===== src/rtl/cmp_fe_pkg.sv =====
package cmp_fe_pkg;
   localparam int unsigned WORD_W = 32;
   localparam int unsigned CNT_W  = 3;
   localparam int unsigned PER_W  = 8;

   // bit positions of the control word
   localparam int unsigned B_HYS   = 0;
   localparam int unsigned B_CNT   = 4;
   localparam int unsigned B_EN    = 8;
   localparam int unsigned B_PIN   = 9;
   localparam int unsigned B_SEL   = 10;
   localparam int unsigned B_INV   = 11;
   localparam int unsigned B_PWR   = 12;
   localparam int unsigned B_WIN   = 14;
   localparam int unsigned B_STB   = 15;
   localparam int unsigned B_PER   = 16;
   localparam int unsigned B_LVL   = 24;
   localparam int unsigned B_FFALL = 25;
   localparam int unsigned B_FRISE = 26;
   localparam int unsigned B_IFALL = 27;
   localparam int unsigned B_IRISE = 28;

   typedef enum logic [1:0] {
      MODE_OFF   = 2'd0,
      MODE_PASS  = 2'd1,
      MODE_ZERO  = 2'd2,
      MODE_COUNT = 2'd3
   } flt_mode_e;

   typedef struct packed {
      logic [1:0]       hys;
      logic [CNT_W-1:0] cnt;
      logic             en;
      logic             pin;
      logic             sel;
      logic             inv;
      logic             pwr;
      logic             win;
      logic             stb;
      logic [PER_W-1:0] per;
      logic             ie_fall;
      logic             ie_rise;
   } cfg_t;
endpackage


===== src/rtl/cmp_fe_regs.sv =====
module cmp_fe_regs
   import cmp_fe_pkg::*;
(
   input  logic              clk,
   input  logic              rst_n,
   input  logic              wr,
   input  logic [WORD_W-1:0] wdata,
   input  logic              level,
   input  logic              rise_evt,
   input  logic              fall_evt,
   output cfg_t              cfg,
   output logic [WORD_W-1:0] rdata,
   output logic              irq
);
   logic flag_rise, flag_fall;

   always_ff @(posedge clk or negedge rst_n) begin
      if (!rst_n) begin
         cfg <= '0;
      end else if (wr) begin
         cfg.hys     <= wdata[B_HYS +: 2];
         cfg.cnt     <= wdata[B_CNT +: CNT_W];
         cfg.en      <= wdata[B_EN];
         cfg.pin     <= wdata[B_PIN];
         cfg.sel     <= wdata[B_SEL];
         cfg.inv     <= wdata[B_INV];
         cfg.pwr     <= wdata[B_PWR];
         cfg.win     <= wdata[B_WIN];
         cfg.stb     <= wdata[B_STB];
         cfg.per     <= wdata[B_PER +: PER_W];
         cfg.ie_fall <= wdata[B_IFALL];
         cfg.ie_rise <= wdata[B_IRISE];
      end
   end

   // sticky flags: a new edge wins over a concurrent clear
   always_ff @(posedge clk or negedge rst_n) begin
      if (!rst_n) begin
         flag_rise <= 1'b0;
         flag_fall <= 1'b0;
      end else begin
         flag_rise <= (flag_rise & ~(wr & wdata[B_FRISE])) | rise_evt;
         flag_fall <= (flag_fall & ~(wr & wdata[B_FFALL])) | fall_evt;
      end
   end

   always_comb begin
      rdata                 = '0;
      rdata[B_HYS +: 2]     = cfg.hys;
      rdata[B_CNT +: CNT_W] = cfg.cnt;
      rdata[B_EN]           = cfg.en;
      rdata[B_PIN]          = cfg.pin;
      rdata[B_SEL]          = cfg.sel;
      rdata[B_INV]          = cfg.inv;
      rdata[B_PWR]          = cfg.pwr;
      rdata[B_WIN]          = cfg.win;
      rdata[B_STB]          = cfg.stb;
      rdata[B_PER +: PER_W] = cfg.per;
      rdata[B_LVL]          = level;
      rdata[B_FFALL]        = flag_fall;
      rdata[B_FRISE]        = flag_rise;
      rdata[B_IFALL]        = cfg.ie_fall;
      rdata[B_IRISE]        = cfg.ie_rise;
   end

   assign irq = (flag_fall & cfg.ie_fall) | (flag_rise & cfg.ie_rise);
endmodule


===== src/rtl/cmp_fe_pacer.sv =====
module cmp_fe_pacer
   import cmp_fe_pkg::*;
#(
   parameter int unsigned SYNC_STAGES = 2
)(
   input  logic             clk,
   input  logic             rst_n,
   input  logic             presc_en,
   input  logic             ext_en,
   input  logic [PER_W-1:0] period,
   input  logic             strobe,
   output logic             tick
);
   logic [PER_W-1:0] div_q;
   logic             strobe_s;
   logic             strobe_d;

   always_ff @(posedge clk or negedge rst_n) begin
      if (!rst_n)                div_q <= '0;
      else if (!presc_en)        div_q <= '0;
      else if (div_q == period)  div_q <= '0;
      else                       div_q <= div_q + 1'b1;
   end

   generate
      if (SYNC_STAGES == 0) begin : g_nosync
         assign strobe_s = strobe;
      end else begin : g_sync
         logic [SYNC_STAGES-1:0] sync_q;
         always_ff @(posedge clk or negedge rst_n) begin
            if (!rst_n) sync_q <= '0;
            else        sync_q <= {sync_q[SYNC_STAGES-2:0], strobe};
         end
         assign strobe_s = sync_q[SYNC_STAGES-1];
      end
   endgenerate

   always_ff @(posedge clk or negedge rst_n) begin
      if (!rst_n) strobe_d <= 1'b0;
      else        strobe_d <= strobe_s;
   end

   always_comb begin
      if (presc_en)    tick = (div_q == period);
      else if (ext_en) tick = strobe_s & ~strobe_d;
      else             tick = 1'b0;
   end
endmodule


===== src/rtl/cmp_fe_filter.sv =====
module cmp_fe_filter
   import cmp_fe_pkg::*;
(
   input  logic              clk,
   input  logic              rst_n,
   input  flt_mode_e         mode,
   input  logic [CNT_W-1:0]  need,
   input  logic              hold,
   input  logic              din,
   input  logic              tick,
   output logic              level,
   output logic              rise_evt,
   output logic              fall_evt
);
   logic             lvl_q, prev_q, last_q;
   logic [CNT_W-1:0] run_q, run_nx;
   logic             live;

   always_comb begin
      if (run_q != '0 && din == last_q)
         run_nx = (run_q == {CNT_W{1'b1}}) ? run_q : run_q + 1'b1;
      else
         run_nx = {{(CNT_W-1){1'b0}}, 1'b1};
   end

   always_comb begin
      unique case (mode)
         MODE_PASS:  live = din;
         MODE_COUNT: live = lvl_q;
         default:    live = 1'b0;
      endcase
   end

   assign level = (mode == MODE_OFF) ? 1'b0 : (hold ? prev_q : live);

   always_ff @(posedge clk or negedge rst_n) begin
      if (!rst_n) begin
         lvl_q  <= 1'b0;
         last_q <= 1'b0;
         run_q  <= '0;
      end else if (mode == MODE_OFF) begin
         lvl_q  <= 1'b0;
         last_q <= 1'b0;
         run_q  <= '0;
      end else if (mode != MODE_COUNT) begin
         lvl_q  <= level;
         run_q  <= '0;
      end else if (tick && !hold) begin
         last_q <= din;
         run_q  <= run_nx;
         if (run_nx >= need) lvl_q <= din;
      end
   end

   always_ff @(posedge clk or negedge rst_n) begin
      if (!rst_n) prev_q <= 1'b0;
      else        prev_q <= level;
   end

   assign rise_evt = (mode != MODE_OFF) &  level & ~prev_q;
   assign fall_evt = (mode != MODE_OFF) & ~level &  prev_q;
endmodule


===== src/rtl/cmp_backend.sv =====
module cmp_backend
   import cmp_fe_pkg::*;
#(
   parameter int unsigned SYNC_STAGES = 2
)(
   input  logic              clk,
   input  logic              rst_n,
   input  logic              raw_in,
   input  logic              sample_strobe,
   input  logic              window_in,
   input  logic              reg_wr,
   input  logic [WORD_W-1:0] reg_wdata,
   output logic [WORD_W-1:0] reg_rdata,
   output logic              cmp_out,
   output logic              irq
);
   localparam int unsigned MAX_SYNC = 4;

   generate
      if (SYNC_STAGES == 1 || SYNC_STAGES > MAX_SYNC) begin : g_bad_sync
         $error("cmp_backend: SYNC_STAGES must be 0 or 2..%0d", MAX_SYNC);
      end
   endgenerate

   cfg_t      cfg;
   flt_mode_e mode;
   logic      unf, level, rise_evt, fall_evt, tick, hold;

   assign unf = raw_in ^ cfg.inv;

   always_comb begin
      if (!cfg.en)                          mode = MODE_OFF;
      else if (cfg.cnt == '0)               mode = cfg.stb ? MODE_ZERO : MODE_PASS;
      else if (!cfg.stb && cfg.per == '0)   mode = MODE_PASS;
      else                                  mode = MODE_COUNT;
   end

   assign hold = cfg.en & cfg.win & ~window_in;

   cmp_fe_regs u_regs (
      .clk      (clk),
      .rst_n    (rst_n),
      .wr       (reg_wr),
      .wdata    (reg_wdata),
      .level    (level),
      .rise_evt (rise_evt),
      .fall_evt (fall_evt),
      .cfg      (cfg),
      .rdata    (reg_rdata),
      .irq      (irq)
   );

   cmp_fe_pacer #(.SYNC_STAGES(SYNC_STAGES)) u_pacer (
      .clk      (clk),
      .rst_n    (rst_n),
      .presc_en (mode == MODE_COUNT && !cfg.stb),
      .ext_en   (mode == MODE_COUNT && cfg.stb),
      .period   (cfg.per),
      .strobe   (sample_strobe),
      .tick     (tick)
   );

   cmp_fe_filter u_filter (
      .clk      (clk),
      .rst_n    (rst_n),
      .mode     (mode),
      .need     (cfg.cnt),
      .hold     (hold),
      .din      (unf),
      .tick     (tick),
      .level    (level),
      .rise_evt (rise_evt),
      .fall_evt (fall_evt)
   );

   assign cmp_out = cfg.en ? (cfg.sel ? unf : level) : 1'b0;
endmodule


===== config.mk =====
export PLATFORM = sky130hd
export DESIGN_NAME = cmp_backend
export DESIGN_NICKNAME = d
export VERILOG_FILES = /design/src/rtl/cmp_fe_pkg.sv /design/src/rtl/cmp_fe_regs.sv /design/src/rtl/cmp_fe_pacer.sv /design/src/rtl/cmp_fe_filter.sv /design/src/rtl/cmp_backend.sv
export SDC_FILE = /design/constraint.sdc
export NUM_CORES = 1
export LEC_CHECK = 0
export ABC_CLOCK_PERIOD_IN_PS = 6400
export CORE_ASPECT_RATIO = 0.7
export CORE_MARGIN = 5
export CORE_UTILIZATION = 60
export CTS_CLUSTER_DIAMETER = 60
export CTS_CLUSTER_SIZE = 28
export DETAILED_ROUTE_END_ITERATION = 12
export DONT_BUFFER_PORTS = 1
export HOLD_SLACK_MARGIN = 0.08
export PLACE_DENSITY = 0.76
export SETUP_SLACK_MARGIN = 0.15
export SLEW_MARGIN = 20
export SYNTH_ARGS = -nofsm -noshare
export SYNTH_HDL_FRONTEND = slang
export SYNTH_SLANG_ARGS = --single-unit

===== constraint.sdc =====
create_clock -name clk -period 6.4 [get_ports clk]
set_clock_uncertainty 0.2 [all_clocks]
set_input_delay 0.64 -clock clk [delete_from_list [all_inputs] [get_ports clk]]
set_output_delay 0.64 -clock clk [all_outputs]
set_load 0.02 [all_outputs]

==> results by group <==
STA
  • RSZ-0062 raised after global routing: no
  • Final Hold Vio Count: 0
  • Final slew viol count: 0
  • Setup violators final: 0
  • Fin crit share: 61.23%
  • Fin Setup TNS: 0 ns
  • Minimum clock period after layout: approximately 3.9 ns
  • Final worst setup slack: 2.481 ns
  • Fmax: between 200 and 300 MHz
  • Least-Margin Pin Slew: roughly 0.66 ns
  • Slew HR: 55.55%

Finish
  • # nets final: between 200 and 250
  • Layout cells sized above 1: between 20% and 30%
  • Area grow syn2layout: 6.375%
  • Final core utilization: between 60% and 70%
  • Fillers: between 200 and 300
  • N_diodes: 0

Yosys
  • Post-synthesis cell count: roughly 190
  • Most common cell in the netlist: dfrtp_1
  • Number of synthesized flops with an enable pin: 0
  • Synth area leader: dfrtp_1
  • Synth top area share: approximately 48%
  • FFs w/ async S/R, synth: between 90% and 100%
  • Main flop type after synthesis: dfrtp_1
  • YS warnings: 0
  • Top cells by count, synth: dfrtp_1, mux2_2, nor2_1
  • Yosys cell types: a little over 40
  • Cell Area, Synth: about 2100 µm²
  • Part of the Yosys area used for sequential elements: around half
  • Ranking of synthesized cells by area: dfrtp_1, mux2_2, ha_1, xor2_1, buf_4
  • Avg Cell Area, Syn: about 11 µm²
  • Post-synthesis sequential element count: approximately 40

Setup path
  • CP cell instances: nor3_1 > a21oi_1 > o21ai_0 > ha_1 > a22oi_1 > o31ai_1 > nand2_1 > o21ai_0
  • Critical path arrival: a little over 3 ns
  • Crit path max fanout: 4
  • Worst R2R Setup Slack: around 3.6 ns
  • WS Path Type: reg2out
  • Most Frequent Cell on Critical Path: o21ai_0
  • Crit start category: flop
  • Slowest CP cell: o21ai_0
  • Req. time, crit path: 5.56 ns
  • Max incr delay on CP: 0.57 ns
  • CP Capture Type: primary output

Clock network
  • Postcts setup bufs: 0
  • Clock Tree Buf Depth: 2
  • Clock slew at reported path FFs: approximately 0.080 ns
  • CTS Sinks: 41
  • CTS H-tree depth: 2
  • CTS tree: built
  • Root Driver: clkbuf_8
  • Clk_lat worst skew: 0.30 ns
  • TritonCTS Buffers: 5

Place
  • RePlAce Congestion: 0.8843
  • Pre-CTS WS: 2.830 ns
  • DP HPWL: about 3300 µm
  • I/O Buffers: 0

Hold path
  • Worst hold path type: in2reg

Power and ir drop
  • VDD IR max: roughly 0.00018 V
  • Pwr per Cell Area: ~280 nW/µm²
  • Leakage: about 1.0 nW

Floorplanning
  • Die height: roughly 60 µm
  • Num ports: 72
  • Number of core rows: 18
  • Die width: just over 80 µm
  • Initial core utilization: between 60% and 70%
  • CORE AREA: between 3000 and 4000 µm²
  • Die ar.: roughly 4800 µm²

Drt
  • WL per Instance: ~18 µm
  • Vias: about 1400
  • Top layer used by detailed routing: met4
  • Metal2 WL: 2013 µm
  • Pre-antenna DRT Iters: 4
  • Iter 0 DRT Violations: 53
  • DRT Wirelength: ~4400 µm
  • DRT antenna net count: 0
  • M1 WL: about 1900 µm
  • Vias per cell: between 5 and 6
  • Met3 WL post-DR: 418 µm
  • Remaining DRCs: 0

Status
  • Outcome: finished, final reports clean

GRT
  • Vias in the first global route: 1473
  • Number of antenna violations at the first check in global routing: 0
  • Largest net degree at the start of global routing: between 40 and 50
  • First-pass GRT wire length: 7210 µm
  • Total grt overflow: 0
  • Overall Global Routing Usage: 20.32%

Run
  • Max cap viols: 0
==> through the flow <==
stage	total power [W]	instance area [µm²]	hold slack [ns]	cells
finish	0.0006252	2255	0.1609	243
global route	0.0006559	2255	0.1362	243
CTS	0.0006296	2255	0.1555	243
detailed placement	0.0004131	2110	0.1453	233
global placement	0.0004064	2110	0.1341	233
floorplan	0.0004024	2142	0.1312	197
==> kinds of logic (layout without fill, tap and decap cells) <==
family          after synthesis  after routing  synth area share (%)
simple gates                 49             49                 12.04
flops                        41             41                 48.41
compound gates               27             27                 9.563
buf+inv                      27             23                 6.789
mux                          21             21                 11.10
xor+xnor                     16             16                 6.611
fa+ha+maj                     9              9                 5.313
other cells                   1              7                0.1769
==> path summary, 6_finish.rpt <==
path	start	end	cells after the start
max in group asynchronous	rst_n	u_regs.cfg[17]	2
setup / recovery	u_regs.cfg[17]	cmp_out	8
hold / removal	sample_strobe	u_pacer.g_sync.sync_q[0]	0
hold reg to reg	u_pacer.g_sync.sync_q[0]	u_pacer.g_sync.sync_q[1]	0
setup reg to reg	u_regs.cfg[17]	u_filter.prev_q	9
min in group asynchronous	rst_n	u_pacer.strobe_d	2
==> power by group <==
group	switching (W)	leakage (nW)	internal (W)
Combinational	0.0000513	0.457	0.0000384
Clock	0.0000935	0.0543	0.000117
Sequential	0.0000441	0.512	0.000281
==> critical path, delay by kind of cell (launching register included) <==
family,cells,cell delay (ns)
and+or+nand+nor,2,0.64
DFF,1,0.49
AOI/OAI and AO/OA,5,1.45
adders and majority gates,1,0.22
==> final cells by class <==
cell class              instances  area (µm²)  area share, %
clock buffers                   5       68.82          3.052
clock inverters                 3       46.29          2.053
inverters                      13       48.80          2.164
multi-input cells             129       972.2          43.12
flip-flops and latches         41        1026          45.50
well taps                      50       62.56          2.775
repair buffers                  2       30.03          1.332
==> layer usage <==
metal | GRT usage, % | up-vias
met5 | 0 | -
met4 | 7.470 | 0
li1 | - | 643
met2 | 32.87 | 69
met1 | 25.05 | 697
met3 | 7.681 | 7
==> sequential cells by signal, summed over array words and instances, names as in the netlist <==
| signal | cells |
|---|---|
| u_filter.run_q | 3 |
| u_regs.cfg | 22 |
| u_pacer.strobe_d | 1 |
| u_filter.prev_q | 1 |
| u_filter.last_q | 1 |
| u_regs.flag_fall | 1 |
| u_filter.lvl_q | 1 |
| u_regs.flag_rise | 1 |
| u_pacer.g_sync.sync_q | 2 |
| u_pacer.div_q | 8 |
==> repair_timing <==
action / CTS / global route
hold buffers: 2 / 0
resized for setup: 0 / 0
hold endpoints to repair: 41 / 0
==> cell usage in the layout (no fill, tap or decap), types with 2 or more instances in the layout <==
cell type	instances
dfrtp_1	41
mux2_2	20
nor2_1	15
nand2_1	13
inv_1	13
xor2_1	12
ha_1	9
o21ai_0	7
conb_1	7
nand3_1	5
a21oi_1	5
clkbuf_8	5
xnor2_1	4
nor4_1	2
nor4_2	2
and3_2	2
and3_1	2
a211oi_1	2
a41o_1	2
(Power assumes the default switching activity.)
